### src/rtl/dram_timing_guard.sv
module dram_timing_guard #(
  parameter int RANK_W    = 1,
  parameter int BANK_W    = 3,
  parameter int BURST_CYC = 4
) (
  input  logic              clk,
  input  logic              rst_n,
  input  logic              cmd_valid,
  input  logic [1:0]        cmd_op,
  input  logic [RANK_W-1:0] cmd_rank,
  input  logic [BANK_W-1:0] cmd_bank,
  input  logic [3:0]        cfg_cl,
  input  logic [3:0]        cfg_trp,
  input  logic [3:0]        cfg_trcd,
  input  logic [3:0]        cfg_trrd,
  input  logic [4:0]        cfg_twr,
  input  logic [7:0]        cfg_tfaw,
  output logic              cmd_grant,
  output logic              rd_data_valid
);
  localparam int NR = 1 << RANK_W;
  localparam int NB = 1 << BANK_W;
  localparam int NT = NR * NB;
  localparam int IW = RANK_W + BANK_W;
  localparam int CW = 6;
  localparam logic [1:0] OP_ACT = 2'd0, OP_RD = 2'd1, OP_WR = 2'd2, OP_PRE = 2'd3;

  function automatic logic [7:0] clamp8(input logic [7:0] v, input logic [7:0] lo, input logic [7:0] hi);
    return (v < lo) ? lo : ((v > hi) ? hi : v);
  endfunction

  function automatic logic [CW-1:0] dec(input logic [CW-1:0] v);
    return (v == '0) ? '0 : v - 1'b1;
  endfunction

  logic [7:0] cl_e, trp_e, trcd_e, trrd_e, twr_e, tfaw_e, wr_sum;
  assign cl_e   = clamp8({4'd0, cfg_cl},   8'd5, 8'd15);
  assign trp_e  = clamp8({4'd0, cfg_trp},  8'd4, 8'd15);
  assign trcd_e = clamp8({4'd0, cfg_trcd}, 8'd4, 8'd15);
  assign trrd_e = clamp8({4'd0, cfg_trrd}, 8'd4, 8'd15);
  assign twr_e  = clamp8({3'd0, cfg_twr},  8'd5, 8'd16);
  assign tfaw_e = clamp8(cfg_tfaw, {trrd_e[5:0], 2'b00}, 8'd63);
  assign wr_sum = cl_e + 8'(BURST_CYC) + twr_e - 8'd1;

  logic [CW-1:0] ld_rp, ld_rcd, ld_wr, ld_rrd, ld_faw;
  assign ld_rp  = trp_e[CW-1:0]  - 1'b1;
  assign ld_rcd = trcd_e[CW-1:0] - 1'b1;
  assign ld_wr  = wr_sum[CW-1:0];
  assign ld_rrd = trrd_e[CW-1:0] - 1'b1;
  assign ld_faw = tfaw_e[CW-1:0] - 1'b1;

  logic [IW-1:0]  idx;
  logic [NT-1:0]  is_open, bsel;
  logic [NR-1:0]  rsel;
  logic [CW-1:0]  rp_cnt [NT];
  logic [CW-1:0]  rcd_cnt[NT];
  logic [CW-1:0]  wr_cnt [NT];
  logic [CW-1:0]  rrd_cnt[NR];
  logic [CW-1:0]  faw_cnt[NR][4];
  logic [1:0]     faw_ptr[NR];
  logic [15:0]    rd_sr;
  logic           legal, act_g, rd_g;

  assign idx = {cmd_rank, cmd_bank};

  always_comb begin
    unique case (cmd_op)
      OP_ACT:       legal = !is_open[idx] && rp_cnt[idx] == '0 && rrd_cnt[cmd_rank] == '0
                            && faw_cnt[cmd_rank][faw_ptr[cmd_rank]] == '0;
      OP_RD, OP_WR: legal = is_open[idx] && rcd_cnt[idx] == '0;
      default:      legal = is_open[idx] && wr_cnt[idx] == '0;
    endcase
  end

  assign cmd_grant     = cmd_valid && legal;
  assign act_g         = cmd_grant && cmd_op == OP_ACT;
  assign rd_g          = cmd_grant && cmd_op == OP_RD;
  assign rd_data_valid = rd_sr[0];

  always_comb begin
    bsel = '0;
    rsel = '0;
    if (cmd_grant) begin
      bsel[idx]      = 1'b1;
      rsel[cmd_rank] = 1'b1;
    end
  end

  always_ff @(posedge clk or negedge rst_n) begin
    if (!rst_n) begin
      is_open <= '0;
      rd_sr   <= '0;
      for (int i = 0; i < NT; i++) begin
        rp_cnt[i]  <= '0;
        rcd_cnt[i] <= '0;
        wr_cnt[i]  <= '0;
      end
      for (int r = 0; r < NR; r++) begin
        rrd_cnt[r] <= '0;
        faw_ptr[r] <= '0;
        for (int j = 0; j < 4; j++) faw_cnt[r][j] <= '0;
      end
    end else begin
      rd_sr <= (rd_sr >> 1) | (rd_g ? (16'd1 << (cl_e[3:0] - 4'd1)) : 16'd0);
      for (int i = 0; i < NT; i++) begin
        if (bsel[i] && cmd_op == OP_ACT) is_open[i] <= 1'b1;
        if (bsel[i] && cmd_op == OP_PRE) is_open[i] <= 1'b0;
        rp_cnt[i]  <= (bsel[i] && cmd_op == OP_PRE) ? ld_rp  : dec(rp_cnt[i]);
        rcd_cnt[i] <= (bsel[i] && cmd_op == OP_ACT) ? ld_rcd : dec(rcd_cnt[i]);
        wr_cnt[i]  <= (bsel[i] && cmd_op == OP_WR)  ? ld_wr  : dec(wr_cnt[i]);
      end
      for (int r = 0; r < NR; r++) begin
        rrd_cnt[r] <= (rsel[r] && act_g) ? ld_rrd : dec(rrd_cnt[r]);
        if (rsel[r] && act_g) faw_ptr[r] <= faw_ptr[r] + 2'd1;
        for (int j = 0; j < 4; j++)
          faw_cnt[r][j] <= (rsel[r] && act_g && faw_ptr[r] == 2'(j)) ? ld_faw : dec(faw_cnt[r][j]);
      end
    end
  end


  act_opens_chk: assert property (@(posedge clk) disable iff (!rst_n)
    act_g |=> is_open[$past(idx)]);


  pre_closes_chk: assert property (@(posedge clk) disable iff (!rst_n)
    (cmd_grant && cmd_op == OP_PRE) |=> (!is_open[$past(idx)] && rp_cnt[$past(idx)] == $past(ld_rp)));


  rrd_load_chk: assert property (@(posedge clk) disable iff (!rst_n)
    act_g |=> rrd_cnt[$past(cmd_rank)] == $past(ld_rrd));


  faw_slot_chk: assert property (@(posedge clk) disable iff (!rst_n)
    act_g |=> faw_cnt[$past(cmd_rank)][$past(faw_ptr[cmd_rank])] == $past(ld_faw));


  rd_sched_chk: assert property (@(posedge clk) disable iff (!rst_n)
    rd_g |=> rd_sr[$past(cl_e[3:0]) - 4'd1]);


  idle_stable_chk: assert property (@(posedge clk) disable iff (!rst_n)
    !cmd_valid |=> $stable(is_open));
endmodule

### config.mk
export PLATFORM = sky130hd
export DESIGN_NAME = dram_timing_guard
export DESIGN_NICKNAME = d
export VERILOG_FILES = /design/src/rtl/dram_timing_guard.sv
export SDC_FILE = /design/constraint.sdc
export NUM_CORES = 1
export LEC_CHECK = 0
export BUFFER_PORTS_ARGS = -buffer_cell sky130_fd_sc_hd__buf_2
export CAP_MARGIN = 20
export CELL_PAD_IN_SITES_DETAIL_PLACEMENT = 1
export CELL_PAD_IN_SITES_GLOBAL_PLACEMENT = 2
export CORE_UTILIZATION = 35
export CTS_CLUSTER_SIZE = 8
export DETAILED_ROUTE_END_ITERATION = 8
export PLACE_DENSITY_LB_ADDON = 0.1
export REMOVE_ABC_BUFFERS = 1
export SYNTH_ARGS = -nofsm -noshare
export SYNTH_HDL_FRONTEND = slang
export SYNTH_SLANG_ARGS = --single-unit
### constraint.sdc
create_clock -name clk -period 5.7 [get_ports clk]
set_input_delay 1.14 -clock clk [delete_from_list [all_inputs] [get_ports clk]]
set_output_delay 1.14 -clock clk [all_outputs]
set_load 0.01 [all_outputs]
# Word-level counts from Yosys, hierarchy flattened
# Cells that the tools add are included.
[op_classes]
n_addsub = 68
magnitude_cmp = 15
n_eq_ne = 9
shift = 1
mux = 187
bitwise = 4
n_reduce_logical = 152
[op_table]
columns = ["operator", "n"]
rows = [
  ["$mux 6", 129],
  ["$logic_not 6->1", 63],
  ["$sub 6x1->6 const B", 60],
  ["$bmux 6 s4", 3],
  ["$mux 24", 3],
  ["$logic_and 1x1->1", 68],
  ["$mux 1", 35],
  ["$mux 16", 2],
  ["$reduce_bool 2->1", 16],
  ["$lt 4x3->1 const B", 4],
  ["$mux 4", 4],
  ["$or 15x16->16", 1],
  ["$shl 1x4->16 const A", 1],
  ["$sub 4x1->5 const B", 3],
  ["$bmux 6 s2", 1],
  ["$eq 2x2->1 const B", 6],
  ["$mux 5", 2],
  ["$gt 8x6->1 const B", 1],
  ["$lt 8x6->1", 1],
  ["$mux 2", 4],
  ["$add 5x5->6", 1],
  ["$eq 2x1->1 const B", 3],
  ["$logic_not 2->1", 3],
  ["$add 4x3->5 const B", 1],
  ["other kinds (20)", 21],
]
[totals]
ff_bits = 384
out_inout_bits = 2

# Logic depth before layout (Yosys ltp)
# Gate-level depths: netlist (run 1).
[logic_depth]
ltp_word = 16
depth_mapped = 14
mapped_depth_nobuf = 11

# Worst setup path after synthesis (run 1)
# No wires, ideal clock.
[synth_path]
kind = "input port to output port"
from = "input cmd_bank[0]"
to = "output cmd_grant"
arrival_ps = 3734
t_required_ps = 4560
setup_slack_ps = 826
path_stages = 12
n_path_buf = 7
cell_sequence = "buf_6 buf_6 buf_2 buf_2 buf_2 buf_2 mux4_2 nor4_1 o211ai_1 o311ai_1 and3_1 clkbuf_1"
[synth_via]
elab_chain_len = 10
elab_cells_between_ends = 23
[synth_lines]
columns = ["element", "line_no", "source"]
rows = [
  ["start, declared", "11", "input logic [BANK_W-1:0] cmd_bank,"],
  ["$not 4->5 (implied by the code)", "68, 70, 71", ""],
  ["$bmux 6 s4", "68", "OP_ACT: legal = !is_open[idx] && rp_cnt[idx] == '0 && rrd_cnt[cmd_rank] == '0"],
  ["$mux 6 (implied by the code) (2 in a row)", "68", ""],
  ["$logic_not 6->1", "68", ""],
  ["$logic_and 1x1->1 (2 in a row)", "68", ""],
  ["$logic_and 1x1->1", "69", "&& faw_cnt[cmd_rank][faw_ptr[cmd_rank]] == '0;"],
  ["$pmux 1 s2 (*)", "67", "unique case (cmd_op)"],
  ["$logic_and 1x1->1 (*)", "75", "assign cmd_grant = cmd_valid && legal;"],
  ["end, declared", "18", "output logic cmd_grant,"],
]
# Mark *: on every way between the ends. The rest lies on a longest branch, timed or not. The select of a mux whose other input is x is not followed.

# Worst setup path in the final report (run 1)
# Ends and elaborated chain as after synthesis.

==> results of run 1 <==
through the flow:
step / std cells / util (%)
6_report: 3426 / 39.9
2_1_floorplan: 2394 / -
3_5_place_dp: 3360 / 37.7
4_1_cts: 3424 / 39.8
5_1_grt: 3425 / 39.8
3_3_place_gp: 3360 / 37.7
final timing paths:
| kind | to | cells after the start | slack [ns] |
|---|---|---|---|
| max | cmd_grant | 9 | 0.43 |
| min | rd_sr[1] | 0 | 0.35 |
| max reg2reg | rcd_cnt[39] | 9 | 1.29 |
| min reg2reg | rd_sr[1] | 0 | 0.35 |
| max in group asynchronous | rp_cnt[45] | 2 | 3.91 |
| min in group asynchronous | rcd_cnt[73] | 1 | 0.51 |
worst reg2reg max path: stages, from the launching register on:
cell and delay [ns]:
dfrtp_1 0.43, nor3_1 0.30, nand3_1 0.33, a2111oi_0 0.59, o21ai_1 0.14, or4_1 0.67
or3_2 0.74, buf_4 0.26, nor3_2 0.43, mux2_2 0.40
kinds of logic (layout without fill, tap and decap cells):
logic type	Yosys count	in the layout	synth area share, %
and+or+nand+nor	1004	1004	21.2
DFF	384	384	40.3
muxes	292	292	13.8
AOI/OAI and AO/OA	237	237	6.49
buffers and inverters	220	301	3.72
xor gates and xnor gates	189	189	6.94
adders and majority gates	144	144	7.59
other	1	2	0.0157
where the power goes:
part           leakage (uW)  switching (uW)  total (uW)  internal, uW
Sequential          0.00457            1250        5140          3890
Clock              0.000717            1220        2980          1760
Combinational       0.00775            2740        5290          2560
routing by layer:
| layer | up-vias | part of all wire, % | track usage, % |
|---|---|---|---|
| li1 | 8683 | - | - |
| met1 | 9300 | 47 | 28.6 |
| met2 | 218 | 48 | 35.4 |
| met3 | 89 | 3.1 | 2.77 |
| met4 | 4 | 2.0 | 5.53 |
| met5 | - | 0.047 | 0 |
cell usage in the layout (no fill, tap or decap), types with 18 or more instances in the layout:
master,n
buf_2,37
mux4_2,18
mux2i_1,208
nor2b_1,23
a21oi_1,71
nor3_1,162
clkbuf_16,57
nand3_1,71
nor2_1,228
nor4_1,31
inv_1,143
mux2_2,49
o21ai_0,30
ha_1,143
buf_4,50
nand2b_1,71
o31ai_1,19
nand2_1,258
and3_1,45
o21a_1,18
xnor2_1,78
xor2_1,109
dfrtp_1,384
state kept, by name, summed over array words and instances, names as in the netlist:
signal,count
wr_cnt,96
faw_cnt,48
faw_ptr,4
rrd_cnt,12
rd_sr,16
rp_cnt,96
is_open,16
rcd_cnt,96
final cells by class:
| type | count | area [um^2] |
|---|---|---|
| fill | 7541 | 40500 |
| inverter | 143 | 537 |
| multi-input combinational | 1867 | 13400 |
| clock buffer | 64 | 1460 |
| sequential | 384 | 9610 |
| antenna | 1 | 2.50 |
| tap | 873 | 1090 |
| timing repair buffer | 94 | 691 |
cell usage after synthesis (4+ instances only):
master	instances
dfrtp_1	384
nand2_1	258
nor2_1	228
mux2i_1	208
nor3_1	162
ha_1	143
inv_1	143
xor2_1	110
xnor2_1	79
a21oi_1	72
nand2b_1	71
nand3_1	71
mux2_2	49
and3_1	45
clkbuf_1	39
nor4_1	32
o21ai_0	30
nor2b_1	23
o31ai_1	20
mux4_2	18
o21a_1	18
buf_2	17
mux2_4	16
nand3b_1	16
or3_1	16
a31o_2	15
buf_1	15
or4_1	15
a31oi_1	14
a21boi_0	13
or2_2	12
nor3b_1	11
a211oi_1	10
and2_1	10
nor4b_1	8
nor4_4	6
a21o_1	5
a221oi_1	5
nor3_4	5
o31a_1	5
a211o_1	4
nor3_2	4
o21ai_1	4
o21bai_1	4
==> results.md, run 1 <==
• **library cell occupying the most area in the post-synthesis netlist** dfrtp_1
• **critical-path cell with the highest stage delay** or4_1
• **VDD IR-drop max** 0.000227 V
• **number of buffer and inverter stages on the critical path** 2
• **final std cell area, no fill** 26800 um^2
• **Residual DRC** 0
• **source-to-sink clock delay at the later pin of the worst-skew pair** 0.61 ns
• **std cell rows** 95
• **Min-Delay Startpoint** rd_sr[2]
• **first drt pass iteration count** 5
• **post-cts sizing count** 0
• **effective utilization at floorplan** 35.5%
• **Final Routed Wirelength** 72300 um
• **ys flop type** dfrtp_1
• **deepest clock path buffer count** 3
• **LEAKAGE** 0.0130 uW
• **clock tree from TritonCTS** yes
• **pin count of the biggest net entering global routing** 100
• **maximum clock rate** 0.190 GHz
• **ratio of cells with drive above 1 in the final layout** 11.3%
• **height of the die** 263 um
• **power density over cell area** 501 nW/um^2
• **Total Power** 13400 uW
• **cell area after placement** 25300 um^2
• **Post-Place Setup Slack** 0.327 ns
• **Hold Fails Final Rpt** 0
• **final setup slack of the worst path** 0.430 ns
• **class of the tightest hold or removal check** reg -> reg
• **count of vias placed by the detailed router** 18300
• **share of flip-flops with an asynchronous set or reset** 100%
• **unrepaired setup endpoints after global routing** false
• **routed via count divided by cell count** 5.34
• **Detailed Route Iter0 Violations** 795
• **delay-heaviest family, CP** simple AND/OR/NAND/NOR gates
• **Setup violations, final** 0
• **max-slew headroom at the worst pin** 23.0%
• **crit path cell chain** buf_2, nor3b_1, o21ai_1, a2111oi_0, o21ai_1, or4_1, o21ai_2, and3_1, buf_2
• **area added between synthesis and finish** 12.4%
• **Antenna Nets Post-Route** 0
• **width of the chip** 263 um
• **critical path startpoint** cmd_bank[0]
• **final period demand of the worst path** 5.27 ns
• **H-tree levels** 2
• **Data required, critical path** 4.56 ns
• **outcome** completed
• **startpoint of the worst-slack reg-to-reg timing path** rrd_cnt[8]
• **clock-pin slew of the registers on the worst-case setup and hold paths** 0.05 ns
• **hpwl dp** 51300 um
• **Core Footprint** 67300 um^2
• **average routed wire per standard cell** 21.1 um
• **portion of the post-synthesis area used by sequential elements** 40.3%
• **syn avg cell area** 9.65 um^2
• **highest net fanout along the worst path** 21
• **gp weighted congestion** 0.817
• **Ys Warns** 0
• **Tot GR Track Use** 21.1%
• **DIE AREA** 69200 um^2
• **total CTS buffers** 54
• **Mapped Cells** 2471
• **total global routing overflow** 0
• **max_cap viols** 0
• **aggregate negative setup slack** 0 ns
• **via count of the first global-routing pass** 19400
• **hold-fix buffers at CTS** 0
• **Final Hold Slack** 0.352 ns
• **part of the cycle the worst path needs** 92.5%
• **type of destination of the critical path** output pin
• **class of the most critical setup path** in -> out
• **top cells by area in the synthesized netlist** dfrtp_1 40%, mux2i_1 8.7%, ha_1 7.5%, nand2_1 4.1%, xor2_1 4.0%
• **Unique masters post-synth** 67
• **critical path arrival** 4.13 ns
• **port bufs** 39
• **max-slew violations** 0
• **antenna violations before repair** 3
• **launching element type of the critical path** input port
• **EDFF count, synth** 0
• **root cell of the clock tree** clkbuf_16
• **number of primary I/O pins** 40
• **Critical Path Max Stage Delay** 0.67 ns
• **maximum clock skew at final layout** 0.0255 ns
• **global-route wire length before repair** 115000 um
• **top-area cell type share of the netlist area** 40.3%
• **combined area of all synthesized cells** 23900 um^2
• **Post CTS Setup Buffer Count** 0
• **number of nets in the finished design** 2726
• **TritonCTS sink count** 384
• **Yosys reg bits** 384
• **transition time at the pin with the least slew margin** 1.15 ns
Note: power is estimated with default switching activity, not from simulation.
==> run 2, diff against run 1 <==
==> constraint.sdc (replaced) <==
create_clock -name clk -period 5.1 [get_ports clk]
set_input_delay 1.02 -clock clk [delete_from_list [all_inputs] [get_ports clk]]
set_output_delay 1.02 -clock clk [all_outputs]
set_load 0.01 [all_outputs]
==> run 2 against run 1 <==
Net effect:
- first-iteration DRC count is 0.50% lower
- critical path depth stayed put
- sequential share of layout area fell by 0.23 points
- largest power group unchanged
- sequential cell count did not move
- global-route usage up 0.29 points
==> results.md, run 2 (same netlist as run 1, synthesis figures left out) <==
• **outcome** completed
• **hold-fix buffers at CTS** 0
• **part of the cycle the worst path needs** 95.4%
• **Detailed Route Iter0 Violations** 791
• **deepest clock path buffer count** 3
• **class of the tightest hold or removal check** reg -> reg
• **final period demand of the worst path** 4.87 ns
• **H-tree levels** 2
• **TritonCTS sink count** 384
• **root cell of the clock tree** clkbuf_16
• **highest net fanout along the worst path** 14
• **leading cell types in the layout, fill and taps excluded** 384 x dfrtp_1, 258 x nand2_1, 228 x nor2_1
• **height of the die** 263 um
• **number of antenna cells inserted** 0
• **global-route wire length before repair** 116000 um
• **Core Footprint** 67300 um^2
• **Final Routed Wirelength** 73100 um
• **aggregate negative setup slack** 0 ns
• **effective utilization at floorplan** 35.5%
• **area added between synthesis and finish** 13.2%
• **port bufs** 39
• **via count of the first global-routing pass** 19900
• **max-slew headroom at the worst pin** 33.0%
• **power density over cell area** 555 nW/um^2
• **instance count along the most critical hold path** 0
• **top flop regs** rcd_cnt (96), rp_cnt (96), wr_cnt (96)
• **max_cap viols** 0
• **total global routing overflow** 0
• **max-slew violations** 0
• **clock tree from TritonCTS** yes
• **Setup violations, final** 0
• **number of primary I/O pins** 40
• **maximum clock skew at final layout** 0.0173 ns
• **number of nets in the finished design** 2752
• **Data required, critical path** 4.08 ns
• **count of vias placed by the detailed router** 18300
• **routed via count divided by cell count** 5.31
• **width of the chip** 263 um
• **Residual DRC** 0
• **Post CTS Setup Buffer Count** 0
• **transition time at the pin with the least slew margin** 1.00 ns
• **Tot GR Track Use** 21.4%
• **Antenna Nets Post-Route** 0
• **VDD IR-drop max** 0.000263 V
• **Worst R2R Setup Slack** 0.87 ns
• **launching element type of the critical path** input port
• **antenna violations before repair** 5
• **Hold Fails Final Rpt** 0
• **DIE AREA** 69200 um^2
• **first drt pass iteration count** 5
• **std cell rows** 95
• **commonest non-fill, non-tap cell in the layout** dfrtp_1
• **maximum clock rate** 0.205 GHz
• **ratio of cells with drive above 1 in the final layout** 12.2%
• **gp weighted congestion** 0.839
• **hpwl dp** 51700 um
• **pin count of the biggest net entering global routing** 96
• **source-to-sink clock delay at the later pin of the worst-skew pair** 0.60 ns
• **total CTS buffers** 54
• **unrepaired setup endpoints after global routing** false
• **critical path arrival** 3.85 ns
• **class of the most critical setup path** in -> out
• **type of destination of the critical path** output pin
• **Util after Layout** 40.1%
• **LEAKAGE** 0.0132 uW
• **average routed wire per standard cell** 21.2 um
• **clock-pin slew of the registers on the worst-case setup and hold paths** 0.05 ns
• **depth of the worst register-to-register path** 10
-- run 2: power by group --
part	internal (uW)	leakage (uW)	switching (uW)
Clock	1960	0.000717	1340
Combinational	2860	0.00788	3040
Sequential	4350	0.00457	1430
-- run 2: repair_timing --
item | 4_1_cts | 5_1_grt
hold endpoints to repair | 0 | 0
gates resized for setup | 0 | 1
setup endpoints to repair | 0 | 1
-- run 2: final timing paths --
check	start	to
min in group asynchronous	rst_n	rcd_cnt[61]
hold / removal	rd_sr[3]	rd_sr[2]
max in group asynchronous	rst_n	wr_cnt[60]
setup / recovery	cmd_bank[0]	cmd_grant
hold reg to reg	rd_sr[3]	rd_sr[2]
setup reg to reg	rrd_cnt[8]	rcd_cnt[18]
-- run 2: final cells by class --
class / instances / area (um^2)
fillers: 7566 / 40300
multi-input cells: 1867 / 13400
flip-flops and latches: 384 / 9610
clock buffers: 64 / 1460
well taps: 873 / 1090
repair buffers: 120 / 881
inverters: 143 / 537
-- run 2: worst max-delay path, stage by stage --
cell and delay [ns]:
clkbuf_4 0.22, nor3_1 0.39, o21ai_1 0.15, a2111oi_0 0.57, o21ai_1 0.13, or4_1 0.67, o21ai_2 0.19, and3_1 0.31
buf_2 0.18
-- run 2: stage by stage --
stage	total power, uW	setup WS (ns)	cells	hold WS (ns)	instance area, um^2
CTS	15200	0.188	3450	0.348	27000
floorplan	9900	-0.359	2394	0.331	23500
global route	16300	0.0599	3451	0.354	27000
global placement	11500	0.150	3386	0.335	25500
detailed placement	11700	0.152	3386	0.336	25500
finish	15000	0.233	3451	0.346	27000
-- run 2: per-layer routing --
metal / global-route usage, % / share of wire [%] / vias up
li1: - / - / 8721
met1: 28.9 / 47 / 9233
met2: 34.9 / 47 / 250
met3: 3.55 / 3.4 / 117
met4: 6.83 / 2.9 / 10
met5: 0 / 0.090 / -
==> run 3, diff against run 2 <==
--- a/config.mk
+++ b/config.mk
@@ -5,6 +5,7 @@
 export SDC_FILE = /design/constraint.sdc
 export NUM_CORES = 1
 export LEC_CHECK = 0
+export ABC_CLOCK_PERIOD_IN_PS = 5100
 export BUFFER_PORTS_ARGS = -buffer_cell sky130_fd_sc_hd__buf_2
 export CAP_MARGIN = 20
 export CELL_PAD_IN_SITES_DETAIL_PLACEMENT = 1
@@ -12,8 +13,10 @@
 export CORE_UTILIZATION = 35
 export CTS_CLUSTER_SIZE = 8
 export DETAILED_ROUTE_END_ITERATION = 8
+export GPL_TIMING_DRIVEN = 0
 export PLACE_DENSITY_LB_ADDON = 0.1
 export REMOVE_ABC_BUFFERS = 1
+export SETUP_SLACK_MARGIN = 0.02
 export SYNTH_ARGS = -nofsm -noshare
 export SYNTH_HDL_FRONTEND = slang
 export SYNTH_SLANG_ARGS = --single-unit
==> run 3 against run 2 <==
Net effect:
- non-clock buffer count is 44 lower
- sequential power down 1%
- highest routed layer unchanged
- critical endpoint unchanged
- first-iteration DRC count is 12% lower
- routed wire length fell by 1.1%
==> results.md, run 3 (same netlist as run 1, synthesis figures left out) <==
• **highest net fanout along the worst path** 21
• **source-to-sink clock delay at the later pin of the worst-skew pair** 0.62 ns
• **Residual DRC** 0
• **routed via count divided by cell count** 5.34
• **via count of the first global-routing pass** 19600
• **launching element type of the critical path** input port
• **Comb power frac** 39.5%
• **max-slew violations** 0
• **Core Footprint** 67300 um^2
• **H-tree levels** 2
• **pin count of the biggest net entering global routing** 108
• **average routed wire per standard cell** 21.2 um
• **root cell of the clock tree** clkbuf_16
• **number of nets in the finished design** 2708
• **ratio of cells with drive above 1 in the final layout** 11.5%
• **area added between synthesis and finish** 13.2%
• **Final Routed Wirelength** 72300 um
• **power density over cell area** 549 nW/um^2
• **area taken by flip-flops and latches** 9610 um^2
• **number of primary I/O pins** 40
• **total global routing overflow** 0
• **std cell rows** 95
• **commonest non-fill, non-tap cell in the layout** dfrtp_1
• **Filler Cell Count** 7534
• **LEAKAGE** 0.0131 uW
• **port bufs** 39
• **max_cap viols** 0
• **maximum clock rate** 0.201 GHz
• **top metal layer carrying routed signals** met5
• **TritonCTS sink count** 384
• **critical path arrival** 3.97 ns
• **Setup violations, final** 0
• **height of the die** 263 um
• **Util after Layout** 40.1%
• **clock tree from TritonCTS** yes
• **type of destination of the critical path** output pin
• **aggregate negative setup slack** 0 ns
• **detailed-routed wire length on met3** 1660 um
• **outcome** completed
• **effective utilization at floorplan** 35.5%
• **transition time at the pin with the least slew margin** 1.15 ns
• **cell area after placement** 25300 um^2
• **relative contribution of the clock network to total power** 22.1%
• **final std cell area, no fill** 27000 um^2
• **leading cell types in the layout, fill and taps excluded** 384 x dfrtp_1, 257 x nand2_1, 227 x nor2_1
• **Antenna Nets Post-Route** 0
• **global-route wire length before repair** 115000 um
• **internal power consumption** 9110 uW
• **number of antenna cells inserted** 0
• **hold-fix buffers at CTS** 0
• **relative contribution of sequential cells to total power** 38.4%
• **part of the cycle the worst path needs** 97.8%
• **hpwl dp** 48000 um
• **maximum clock skew at final layout** 0.0267 ns
• **met2 WL post-DR** 34400 um
• **deepest clock path buffer count** 3
• **class of the tightest hold or removal check** reg -> reg
• **unrepaired setup endpoints after global routing** false
• **width of the chip** 263 um
• **final period demand of the worst path** 4.99 ns
• **Placed Cells incl. Taps** 3326
• **DIE AREA** 69200 um^2
• **antenna violations before repair** 3
• **switching power** 5720 uW
• **Detailed Route Iter0 Violations** 698
• **number of cells in the finished layout apart from fillers** 3408
• **routed length on met1** 34900 um
• **top flop regs** rcd_cnt (96), rp_cnt (96), wr_cnt (96)
• **Tot GR Track Use** 21.1%
• **first drt pass iteration count** 4
• **clock-pin slew of the registers on the worst-case setup and hold paths** 0.05 ns
• **Data required, critical path** 4.08 ns
• **count of vias placed by the detailed router** 18200
• **gp weighted congestion** 0.815
• **Switching Share** 38.6%
• **max-slew headroom at the worst pin** 23.1%
• **Hold Fails Final Rpt** 0
• **area taken by multi-input logic gates** 13500 um^2
• **class of the most critical setup path** in -> out
• **VDD IR-drop max** 0.000298 V
• **total CTS buffers** 54
run 3: cell type report:
type / instances / share of cell area [%]
clock inverters: 3 / 0.125
repair buffers: 76 / 2.98
flip-flops and latches: 384 / 35.6
multi-input cells: 1867 / 50.1
well taps: 873 / 4.05
inverters: 143 / 2.02
clock buffers: 62 / 5.12
run 3: path summary, 6_finish.rpt:
kind / endpoint / from / slack (ns) / cells after the start
min: rd_sr[1] / rd_sr[2] / 0.35 / 0
min in group asynchronous: rcd_cnt[61] / rst_n / 0.43 / 1
max: cmd_grant / cmd_bank[0] / 0.11 / 11
max reg2reg: rcd_cnt[92] / is_open[7] / 0.64 / 9
max in group asynchronous: wr_cnt[14] / rst_n / 3.14 / 3
min reg2reg: rd_sr[1] / rd_sr[2] / 0.35 / 0
run 3: critical path, stage by stage:
cell       delay (ns)
buf_4            0.17
bufbuf_16        0.32
nor3_1           0.24
o21ai_1          0.25
a2111oi_2        0.42
o21ai_1          0.19
or4_4            0.56
o21ai_4          0.23
buf_16           0.20
and3_4           0.21
buf_2            0.13
run 3: per-layer routing:
metal / GRT usage, % / vias up
li1: - / 8645
met5: 0 / -
met4: 4.68 / 4
met1: 29.4 / 9309
met3: 2.41 / 83
met2: 35.3 / 173
run 3: timing repair:
action,in CTS,in global routing
setup endpoints to repair,152,14
pin swaps,3,1
endpoints found under the hold margin,0,0
buffers inserted,13,0
gates cloned,3,1
gates resized for setup,22,6
run 3: power by group through the flow:
stage | sequential, uW | combinational, uW | clock, uW
2_1_floorplan | 5310 | 4590 | 0
3_3_place_gp | 5670 | 5520 | 0
3_5_place_dp | 5700 | 5860 | 0
4_1_cts | 5680 | 5930 | 3410
5_1_grt | 5900 | 6750 | 3500
6_report | 5690 | 5860 | 3280
run 3: stage by stage:
stage          hold slack (ns)  setup WS [ns]  power (uW)
3_5_place_dp             0.336          -1.53       11600
6_report                 0.354          0.114       14800
3_3_place_gp             0.345          -5.59       11200
5_1_grt                  0.360         0.0155       16100
4_1_cts                  0.356         0.0794       15000
2_1_floorplan            0.331         -0.359        9900
